==> src/rtl/rxbt_pkg.sv <==
package rxbt_pkg;
  typedef enum logic {
    RX_IDLE   = 1'b0,
    RX_TIMING = 1'b1
  } rxbt_state_e;
endpackage

==> src/rtl/rxbt_sync_edge.sv <==
module rxbt_sync_edge #(
  parameter int STAGES = 2
) (
  input  logic clk,
  input  logic rst_n,
  input  logic din,
  output logic dout,
  output logic fall
);
  logic [STAGES-1:0] chain_q, chain_d;
  logic              last_q;

  always_comb begin
    chain_d = {chain_q[STAGES-2:0], din};
  end

  always_ff @(posedge clk or negedge rst_n) begin
    if (!rst_n) begin
      chain_q <= '1;
      last_q  <= 1'b1;
    end else begin
      chain_q <= chain_d;
      last_q  <= chain_q[STAGES-1];
    end
  end

  assign dout = chain_q[STAGES-1];
  assign fall = last_q & ~chain_q[STAGES-1];
endmodule

==> src/rtl/rxbt_vote3.sv <==
module rxbt_vote3 (
  input  logic clk,
  input  logic rst_n,
  input  logic din,
  output logic maj
);
  logic [1:0] hist_q;

  always_ff @(posedge clk or negedge rst_n) begin
    if (!rst_n) hist_q <= 2'b11;
    else        hist_q <= {hist_q[0], din};
  end

  // din is the sample on the sample point, hist_q the two before it
  assign maj = (hist_q[1] & hist_q[0]) | (hist_q[1] & din) | (hist_q[0] & din);
endmodule

==> src/rtl/rxbt_interval.sv <==
module rxbt_interval #(
  parameter int DIV_W = 16,
  parameter int MOD_W = 8,
  parameter int PTR_W = 3
) (
  input  logic [DIV_W-1:0] divisor,
  input  logic [MOD_W-1:0] pattern,
  input  logic [PTR_W-1:0] ptr,
  input  logic             half,
  output logic [DIV_W:0]   reload
);
  localparam logic [DIV_W:0] ONE = {{DIV_W{1'b0}}, 1'b1};

  logic [DIV_W:0] base;
  logic [DIV_W:0] extra;

  always_comb begin
    base   = half ? {2'b00, divisor[DIV_W-1:1]} : {1'b0, divisor};
    extra  = {{DIV_W{1'b0}}, pattern[ptr]};
    // counter counts down to zero, so the load is one less than the interval
    reload = base + extra - ONE;
  end
endmodule

==> src/rtl/uart_rx_bit_timer.sv <==
module uart_rx_bit_timer
  import rxbt_pkg::*;
#(
  parameter int DIV_W       = 16,
  parameter int MOD_W       = 8,
  parameter int NB_W        = 4,
  parameter int SYNC_STAGES = 2
) (
  input  logic             clk,
  input  logic             rst_n,
  input  logic             en,
  input  logic             rxd,
  input  logic [DIV_W-1:0] ubr,
  input  logic [MOD_W-1:0] mod,
  input  logic [NB_W-1:0]  nbits,
  output logic             sample_strobe,
  output logic             bit_value,
  output logic [NB_W-1:0]  bit_index,
  output logic             busy
);
  localparam int CNT_W = DIV_W + 1;
  localparam int PTR_W = (MOD_W > 1) ? $clog2(MOD_W) : 1;
  localparam logic [PTR_W-1:0] PTR_LAST = PTR_W'(MOD_W - 1);

  rxbt_state_e      state_q, state_d;
  logic [CNT_W-1:0] cnt_q, cnt_d;
  logic [PTR_W-1:0] ptr_q, ptr_d;
  logic [NB_W-1:0]  idx_q, idx_d;
  logic             strobe_q, strobe_d;
  logic             value_q, value_d;
  logic [NB_W-1:0]  index_q, index_d;

  logic             line_sync;
  logic             line_fall;
  logic             vote;
  logic             at_point;
  logic             sel_half;
  logic [PTR_W-1:0] sel_ptr;
  logic [CNT_W-1:0] reload;
  logic [PTR_W-1:0] ptr_inc;

  rxbt_sync_edge #(.STAGES(SYNC_STAGES)) u_sync (
    .clk  (clk),
    .rst_n(rst_n),
    .din  (rxd),
    .dout (line_sync),
    .fall (line_fall)
  );

  rxbt_vote3 u_vote (
    .clk  (clk),
    .rst_n(rst_n),
    .din  (line_sync),
    .maj  (vote)
  );

  rxbt_interval #(.DIV_W(DIV_W), .MOD_W(MOD_W), .PTR_W(PTR_W)) u_interval (
    .divisor(ubr),
    .pattern(mod),
    .ptr    (sel_ptr),
    .half   (sel_half),
    .reload (reload)
  );

  always_comb begin
    sel_half = (state_q == RX_IDLE);
    sel_ptr  = (state_q == RX_IDLE) ? '0 : ptr_q;
    ptr_inc  = (ptr_q == PTR_LAST) ? '0 : ptr_q + 1'b1;
    at_point = (state_q == RX_TIMING) && (cnt_q == '0);
  end

  always_comb begin
    state_d  = state_q;
    cnt_d    = cnt_q;
    ptr_d    = ptr_q;
    idx_d    = idx_q;
    strobe_d = 1'b0;
    value_d  = value_q;
    index_d  = index_q;
    if (!en) begin
      state_d = RX_IDLE;
    end else begin
      unique case (state_q)
        RX_IDLE: begin
          if (line_fall) begin
            state_d = RX_TIMING;
            cnt_d   = reload;
            ptr_d   = (MOD_W > 1) ? PTR_W'(1) : '0;
            idx_d   = '0;
          end
        end
        RX_TIMING: begin
          if (!at_point) begin
            cnt_d = cnt_q - 1'b1;
          end else if ((idx_q == '0) && vote) begin
            state_d = RX_IDLE;
          end else begin
            strobe_d = 1'b1;
            value_d  = vote;
            index_d  = idx_q;
            if (idx_q == nbits) begin
              state_d = RX_IDLE;
            end else begin
              idx_d = idx_q + 1'b1;
              cnt_d = reload;
              ptr_d = ptr_inc;
            end
          end
        end
        default: state_d = RX_IDLE;
      endcase
    end
  end

  always_ff @(posedge clk or negedge rst_n) begin
    if (!rst_n) begin
      state_q  <= RX_IDLE;
      cnt_q    <= '0;
      ptr_q    <= '0;
      idx_q    <= '0;
      strobe_q <= 1'b0;
      value_q  <= 1'b0;
      index_q  <= '0;
    end else begin
      state_q  <= state_d;
      cnt_q    <= cnt_d;
      ptr_q    <= ptr_d;
      idx_q    <= idx_d;
      strobe_q <= strobe_d;
      value_q  <= value_d;
      index_q  <= index_d;
    end
  end

  assign sample_strobe = strobe_q;
  assign bit_value     = value_q;
  assign bit_index     = index_q;
  assign busy          = (state_q == RX_TIMING);
endmodule

==> config.mk <==
export PLATFORM = sky130hd
export DESIGN_NAME = uart_rx_bit_timer
export DESIGN_NICKNAME = d
export VERILOG_FILES = /design/src/rtl/rxbt_pkg.sv /design/src/rtl/rxbt_sync_edge.sv /design/src/rtl/rxbt_vote3.sv /design/src/rtl/rxbt_interval.sv /design/src/rtl/uart_rx_bit_timer.sv
export SDC_FILE = /design/constraint.sdc
export NUM_CORES = 1
export LEC_CHECK = 0
export BUFFER_PORTS_ARGS = -buffer_cell sky130_fd_sc_hd__buf_2
export CORE_UTILIZATION = 30
export DETAILED_ROUTE_END_ITERATION = 8
export PLACE_DENSITY = 0.46
export SYNTH_ARGS = -nofsm -noshare
export SYNTH_HDL_FRONTEND = slang
export SYNTH_HIERARCHICAL = 1
export SYNTH_SLANG_ARGS = --single-unit
==> constraint.sdc <==
create_clock -name clk -period 5.1 [get_ports clk]
set_clock_uncertainty 0.2 [all_clocks]
set_input_delay 0.51 -clock clk [delete_from_list [all_inputs] [get_ports clk]]
set_output_delay 0.51 -clock clk [all_outputs]
set_load 0.01 [all_outputs]
### Word level (Yosys, flattened, before mapping)

Cells that the tools add are included.

* bits in registers: 36
* bits of input ports: 32
* logic and storage cells: 70

* add/subtract/negate cells: 5
* reductions and logical operators: 7
* $lt $le $gt $ge: 1
* muxes and demuxes: 30
* bitwise gates (word level): 9
* equality and inequality tests: 8

Operators by type and width (count)
* 17-bit two-way mux: 4
* 17-bit case mux with 2 select lines: 1
* 17-bit by 1-bit subtractor with 17-bit output (second input constant): 2
* 3-bit two-way mux: 6
* 17-bit by 1-bit adder with 17-bit output: 1
* 17-bit logical NOT: 1
* 16-bit two-way mux: 1
* 4-bit two-way mux: 4
* 1-bit two-way mux: 10
* 4-bit case mux with 2 select lines: 1
* 4-bit AND reduction: 2
* 2-bit inequality test (second input constant): 3
* 3-bit inequality test (second input constant): 2
* 3-bit case mux with 2 select lines: 1
* 5-bit AND reduction: 1
* 4-bit by 1-bit adder with 4-bit output (second input constant): 1
* 1-bit bitwise AND: 4
* 4-bit == test: 1
* 4-bit logical NOT: 1
* 3-bit by 4-bit < comparator with 1-bit output (second input constant): 1
* 3-bit by 1-bit adder with 3-bit output (second input constant): 1
* 1-bit binary-select mux with 3-bit select: 1
* 3-bit == test (second input constant): 1
* 1-bit inverter: 3
* 4 further kinds: 6

### Depth between registers and ports, before layout

* depth after elaboration: 9
* gate-level depth with buffers: 15

### Cells and area by module

Netlist, hierarchy kept.

Modules (own cells, without submodules)
* uart_rx_bit_timer: times used 1, cells each 210, seq. area each 775.7 sq um, area an instance 1961.9 sq um
* rxbt_interval: times used 1, cells each 93, seq. area each 0.0 sq um, area an instance 631.9 sq um
* rxbt_sync_edge: times used 1, cells each 4, seq. area each 78.8 sq um, area an instance 92.6 sq um
* rxbt_vote3: times used 1, cells each 3, seq. area each 52.6 sq um, area an instance 63.8 sq um

### Worst setup path after synthesis

No wires, ideal clock.

* kind: reg-to-reg
* from: register state_q (netlist: busy)
* to: register cnt_q[10]
* arrival time: 3.686 ns
* buffers on the path: 3
* library setup time: 0.121 ns
* clock period less this slack: 4.007 ns
* setup slack: 1.093 ns
* cell stages (with the launch flop): 16
* cells stage by stage: dfrtp_1 > buf_2 > clkbuf_1 > and2_1 > mux4_2 > mux2i_1 > ha_1 > ha_1 > nand2b_1 > or3_1 > buf_2 > or4_4 > a31oi_1 > nand3_1 > a22o_1 > a22o_1

* word-level cells in the longest chain between the ends: 9

RTL lines
* start: declaration: RTL line uart_rx_bit_timer.sv:25 `rxbt_state_e state_q, state_d;`
* start signal: assignment: RTL line uart_rx_bit_timer.sv:125 `state_q <= state_d;`
* 3-bit two-way mux (*): RTL line uart_rx_bit_timer.sv:67 `sel_ptr = (state_q == RX_IDLE) ? '0 : ptr_q;`
* net sel_ptr[0]: RTL line uart_rx_bit_timer.sv:38 `logic [PTR_W-1:0] sel_ptr;`
* 1-bit binary-select mux with 3-bit select (*): RTL line rxbt_interval.sv:19 `extra = {{DIV_W{1'b0}}, pattern[ptr]};`
* 1-bit two-way mux (not written as such) (*): RTL line rxbt_interval.sv:19
* 17-bit by 1-bit adder with 17-bit output (*): RTL line rxbt_interval.sv:21 `reload = base + extra - ONE;`
* 17-bit by 1-bit subtractor with 17-bit output (*): RTL line rxbt_interval.sv:21
* net reload[10]: RTL line uart_rx_bit_timer.sv:39 `logic [CNT_W-1:0] reload;`
* 17-bit two-way mux: RTL line uart_rx_bit_timer.sv:101 `if (idx_q == nbits) begin`
* 17-bit two-way mux: RTL line uart_rx_bit_timer.sv:95 `end else if ((idx_q == '0) && vote) begin`
* 17-bit two-way mux: RTL line uart_rx_bit_timer.sv:93 `if (!at_point) begin`
* 17-bit case mux with 2 select lines (*): RTL line uart_rx_bit_timer.sv:83 `unique case (state_q)`
* end signal: assignment: RTL line uart_rx_bit_timer.sv:126 `cnt_q <= cnt_d;`
* end: declaration: RTL line uart_rx_bit_timer.sv:26 `logic [CNT_W-1:0] cnt_q, cnt_d;`

The timed path passes the listed nets; every way through them passes the cells marked *. The select of a mux whose other input is x is not followed.
A chain may end at the register's enable or synchronous reset.

### Worst setup path after layout

Same ends and word-level chain as after synthesis.

==> flow_summary.json <==
{
  "cts.clk_slew.worst_paths_ns": 0.07,
  "dp.final_hpwl_um": 4933,
  "detailroute.via_count": 2417,
  "slew_viol_final": 0,
  "grt_start_max_net_pins": 39,
  "post-place-cells": 438,
  "dr.first_iter.drc_count": 120,
  "avgViaCountPerCell": 5.419,
  "first_pass_grt_wire_length_um": 11380,
  "worst-slew-pin-transition_ns": 0.8423,
  "nFillCells": 933,
  "setup_total_negative_slack_ns": 0,
  "worstPathMaxFanout": 9,
  "final.period_utilization_pct": 75.55,
  "seq_area_sq_um": 907.1,
  "synth_seq_cells": 36,
  "tmin_final_ns": 3.853,
  "number_of_buffers_on_the_longest_clock_path": 2,
  "fp-row-count": 34,
  "total_track_usage_pct": 14.67,
  "rsz0062_at_grt": "false",
  "finalWeightedCongestion": 0.7685,
  "cellPowerDensity_mw_per_mm2": 273.6,
  "multi_input_area_sq_mm": 0.001650,
  "setup_failing_eps_final": 0,
  "cts.htree.levels": 2,
  "detail_route.wl_per_cell_um": 15.00,
  "worst_ir_drop_vdd_v": 0.00009155,
  "critPathLaunch": "busy",
  "hold_path.class": "in2async",
  "max_cap_violations": 0,
  "die_ar_sq_mm": 0.009554,
  "antenna_cells_inserted": 0,
  "syn-cell-area_sq_mm": 0.002750,
  "hold_buffers": 0,
  "syn_area_cell_sq_um": 8.871,
  "drc": 0,
  "final_antenna_net_count": 0,
  "max_freq_mhz": 259.5,
  "layout.core_utilization_pct": 34.60,
  "static-leakage-power_nw": 1.265,
  "worst-setup-path-type": "reg2reg",
  "critical_path.startpoint_type": "flip-flop",
  "routed_wirelength_um": 6690,
  "cts-buffers-inserted": 5,
  "synth_enable_flop_cells": 0,
  "chipWidth_um": 97.75,
  "post_cts.repair.setup_buffers": 0,
  "synth-async-reset-ratio_pct": 100.0,
  "initial_core_util_pct": 31.23,
  "cts-resized-gates": 0,
  "grt-ovfl-total": 0,
  "final-instance-count-excl-fill": 446,
  "r2r_start": "busy",
  "flow.area_growth_from_synthesis_pct": 10.78,
  "first_global_vias": 2344,
  "io_pins": 39,
  "most_frequently_used_flop_master_after_synthesis": "sky130_fd_sc_hd__dfrtp_1",
  "port_buffers": 38,
  "cts_root_buf": "sky130_fd_sc_hd__clkbuf_8",
  "synthDistinctLibCells": 67,
  "grt_antenna_before_repair": 0,
  "layout_setup_ws_ns": 1.247,
  "mostFrequentLayoutCell": "sky130_fd_sc_hd__buf_2",
  "die_height_um": 97.75,
  "worst_setup_path_end_kind": "flip-flop",
  "worstPathRequired_ns": 5.07,
  "synth_cells": 310,
  "status": "complete, no violations",
  "drive_gt1_share_pct": 20.12,
  "cts_tree": "done",
  "wp_data_arrival_ns": 3.83,
  "timing.final.hold_violations": 0,
  "mostFrequentLayoutCells": "sky130_fd_sc_hd__buf_2 (38), sky130_fd_sc_hd__dfrtp_1 (31), sky130_fd_sc_hd__o21ai_0 (23)",
  "drt_pass1_iterations": 4,
  "clk-insertion-delay-late_ns": 0.28,
  "postSynthNetCount": 350,
  "maxSlewHeadroom_pct": 43.85,
  "seq_area_frac_synth_pct": 32.98,
  "finalNetCount": 377,
  "fin_hold_ws_ns": 0.1234,
  "pre_cts_ws_ns": 1.206,
  "coreArea_sq_mm": 0.008806,
  "cts_sinks": 36,
  "synthesis.yosys.warnings": 6
}
-- synthesized netlist by cell type, drive strengths merged, types with 2 or more instances --
| cell | number | area, sq um |
|---|---|---|
| a211o | 2 | 17.52 |
| a21oi | 16 | 80.08 |
| a22o | 4 | 35.03 |
| a22oi | 4 | 30.03 |
| a2bb2oi | 5 | 43.79 |
| a31oi | 4 | 25.02 |
| and2 | 2 | 12.51 |
| buf | 13 | 98.84 |
| clkbuf | 7 | 26.28 |
| dfrtp | 31 | 775.7 |
| dfstp | 5 | 131.4 |
| ha | 8 | 100.1 |
| inv | 17 | 63.81 |
| mux2 | 3 | 37.53 |
| mux2i | 14 | 140.1 |
| mux4 | 2 | 45.04 |
| nand2 | 21 | 81.33 |
| nand2b | 4 | 25.02 |
| nand3 | 12 | 65.06 |
| nand4 | 5 | 43.79 |
| nand4b | 2 | 17.52 |
| nor2 | 15 | 63.81 |
| nor2b | 4 | 32.53 |
| nor3 | 16 | 80.08 |
| nor3b | 2 | 15.01 |
| nor4 | 6 | 37.54 |
| o211ai | 6 | 45.04 |
| o21ai | 26 | 137.6 |
| o221ai | 4 | 35.03 |
| o2bb2ai | 6 | 52.55 |
| or2 | 2 | 12.52 |
| or3 | 9 | 56.30 |
| or4 | 5 | 41.29 |
| xnor2 | 9 | 78.83 |
| xor2 | 2 | 17.52 |
-- worst max-delay path, cell delays in order, from the launching register on --
cell	delay, ns
sky130_fd_sc_hd__dfrtp_1	0.42
sky130_fd_sc_hd__and2_1	0.23
sky130_fd_sc_hd__mux4_2	0.51
sky130_fd_sc_hd__mux2i_1	0.20
sky130_fd_sc_hd__ha_1	0.22
sky130_fd_sc_hd__ha_1	0.19
sky130_fd_sc_hd__nand2b_1	0.11
sky130_fd_sc_hd__or3_1	0.52
sky130_fd_sc_hd__or4_4	0.48
sky130_fd_sc_hd__a31oi_1	0.20
sky130_fd_sc_hd__nand3_1	0.10
sky130_fd_sc_hd__a22o_1	0.21
sky130_fd_sc_hd__a22o_1	0.17
-- per-stage QoR --
step / area, sq um / total power (W)
final: 3047 / 0.0008335
after global routing: 3047 / 0.0008951
after CTS: 3047 / 0.0008454
after detailed placement: 2965 / 0.0006430
after global placement: 2965 / 0.0006433
after floorplan: 2750 / 0.0005720
-- power breakdown --
part | internal (W) | total, W | switching [W]
clock network | 0.0000960 | 0.000197 | 0.000101
logic | 0.000110 | 0.000244 | 0.000134
registers | 0.000336 | 0.000393 | 0.0000566
-- sequential cells by signal (all words and copies together), names as in the netlist --
| register | flops |
|---|---|
| u_sync/last_q | 1 |
| ptr_q | 3 |
| u_sync/chain_q | 2 |
| bit_index | 4 |
| cnt_q | 17 |
| idx_q | 4 |
| busy | 1 |
| u_vote/hist_q | 2 |
| bit_value | 1 |
| sample_strobe | 1 |
-- worst paths after layout --
check,slack [ns],end,depth (start not counted)
worst max-delay path,1.25,cnt_q[10],12
worst min-delay path,0.12,bit_value,1
worst max register to register,1.25,cnt_q[10],12
worst min register to register,0.16,u_sync/chain_q[1],0
max in group asynchronous,4.04,ptr_q[2],1
min in group clk,0.12,u_sync/chain_q[0],1
-- per-layer routing --
metal / share of wire [%] / routed length, um / global-route usage (%) / vias up
met4: 1.1 / 72 / 3.147 / 0
met2: 47 / 3122 / 24.22 / 41
met3: 2.8 / 190 / 2.649 / 7
met1: 49 / 3305 / 20.07 / 1164
met5: 0 / 0 / 0 / -
li1: - / - / - / 1205
-- cell families after synthesis --
kind of cell / after synthesis / share of synthesized area (%)
fa+ha+maj: 9 / 4.049
mux: 19 / 8.098
compound gates: 85 / 20.88
buf+inv: 38 / 7.006
simple gates: 112 / 23.48
xor+xnor: 11 / 3.503
flops: 36 / 32.98
-- final cells by class --
type,count,area share [%]
multi-input cells,236,54.17
flip-flops and latches,36,29.77
repair buffers,40,6.735
well taps,108,4.435
clock buffers,7,2.505
inverters,18,2.218
clock inverters,1,0.1643
Power figures use the tool's default switching activity.
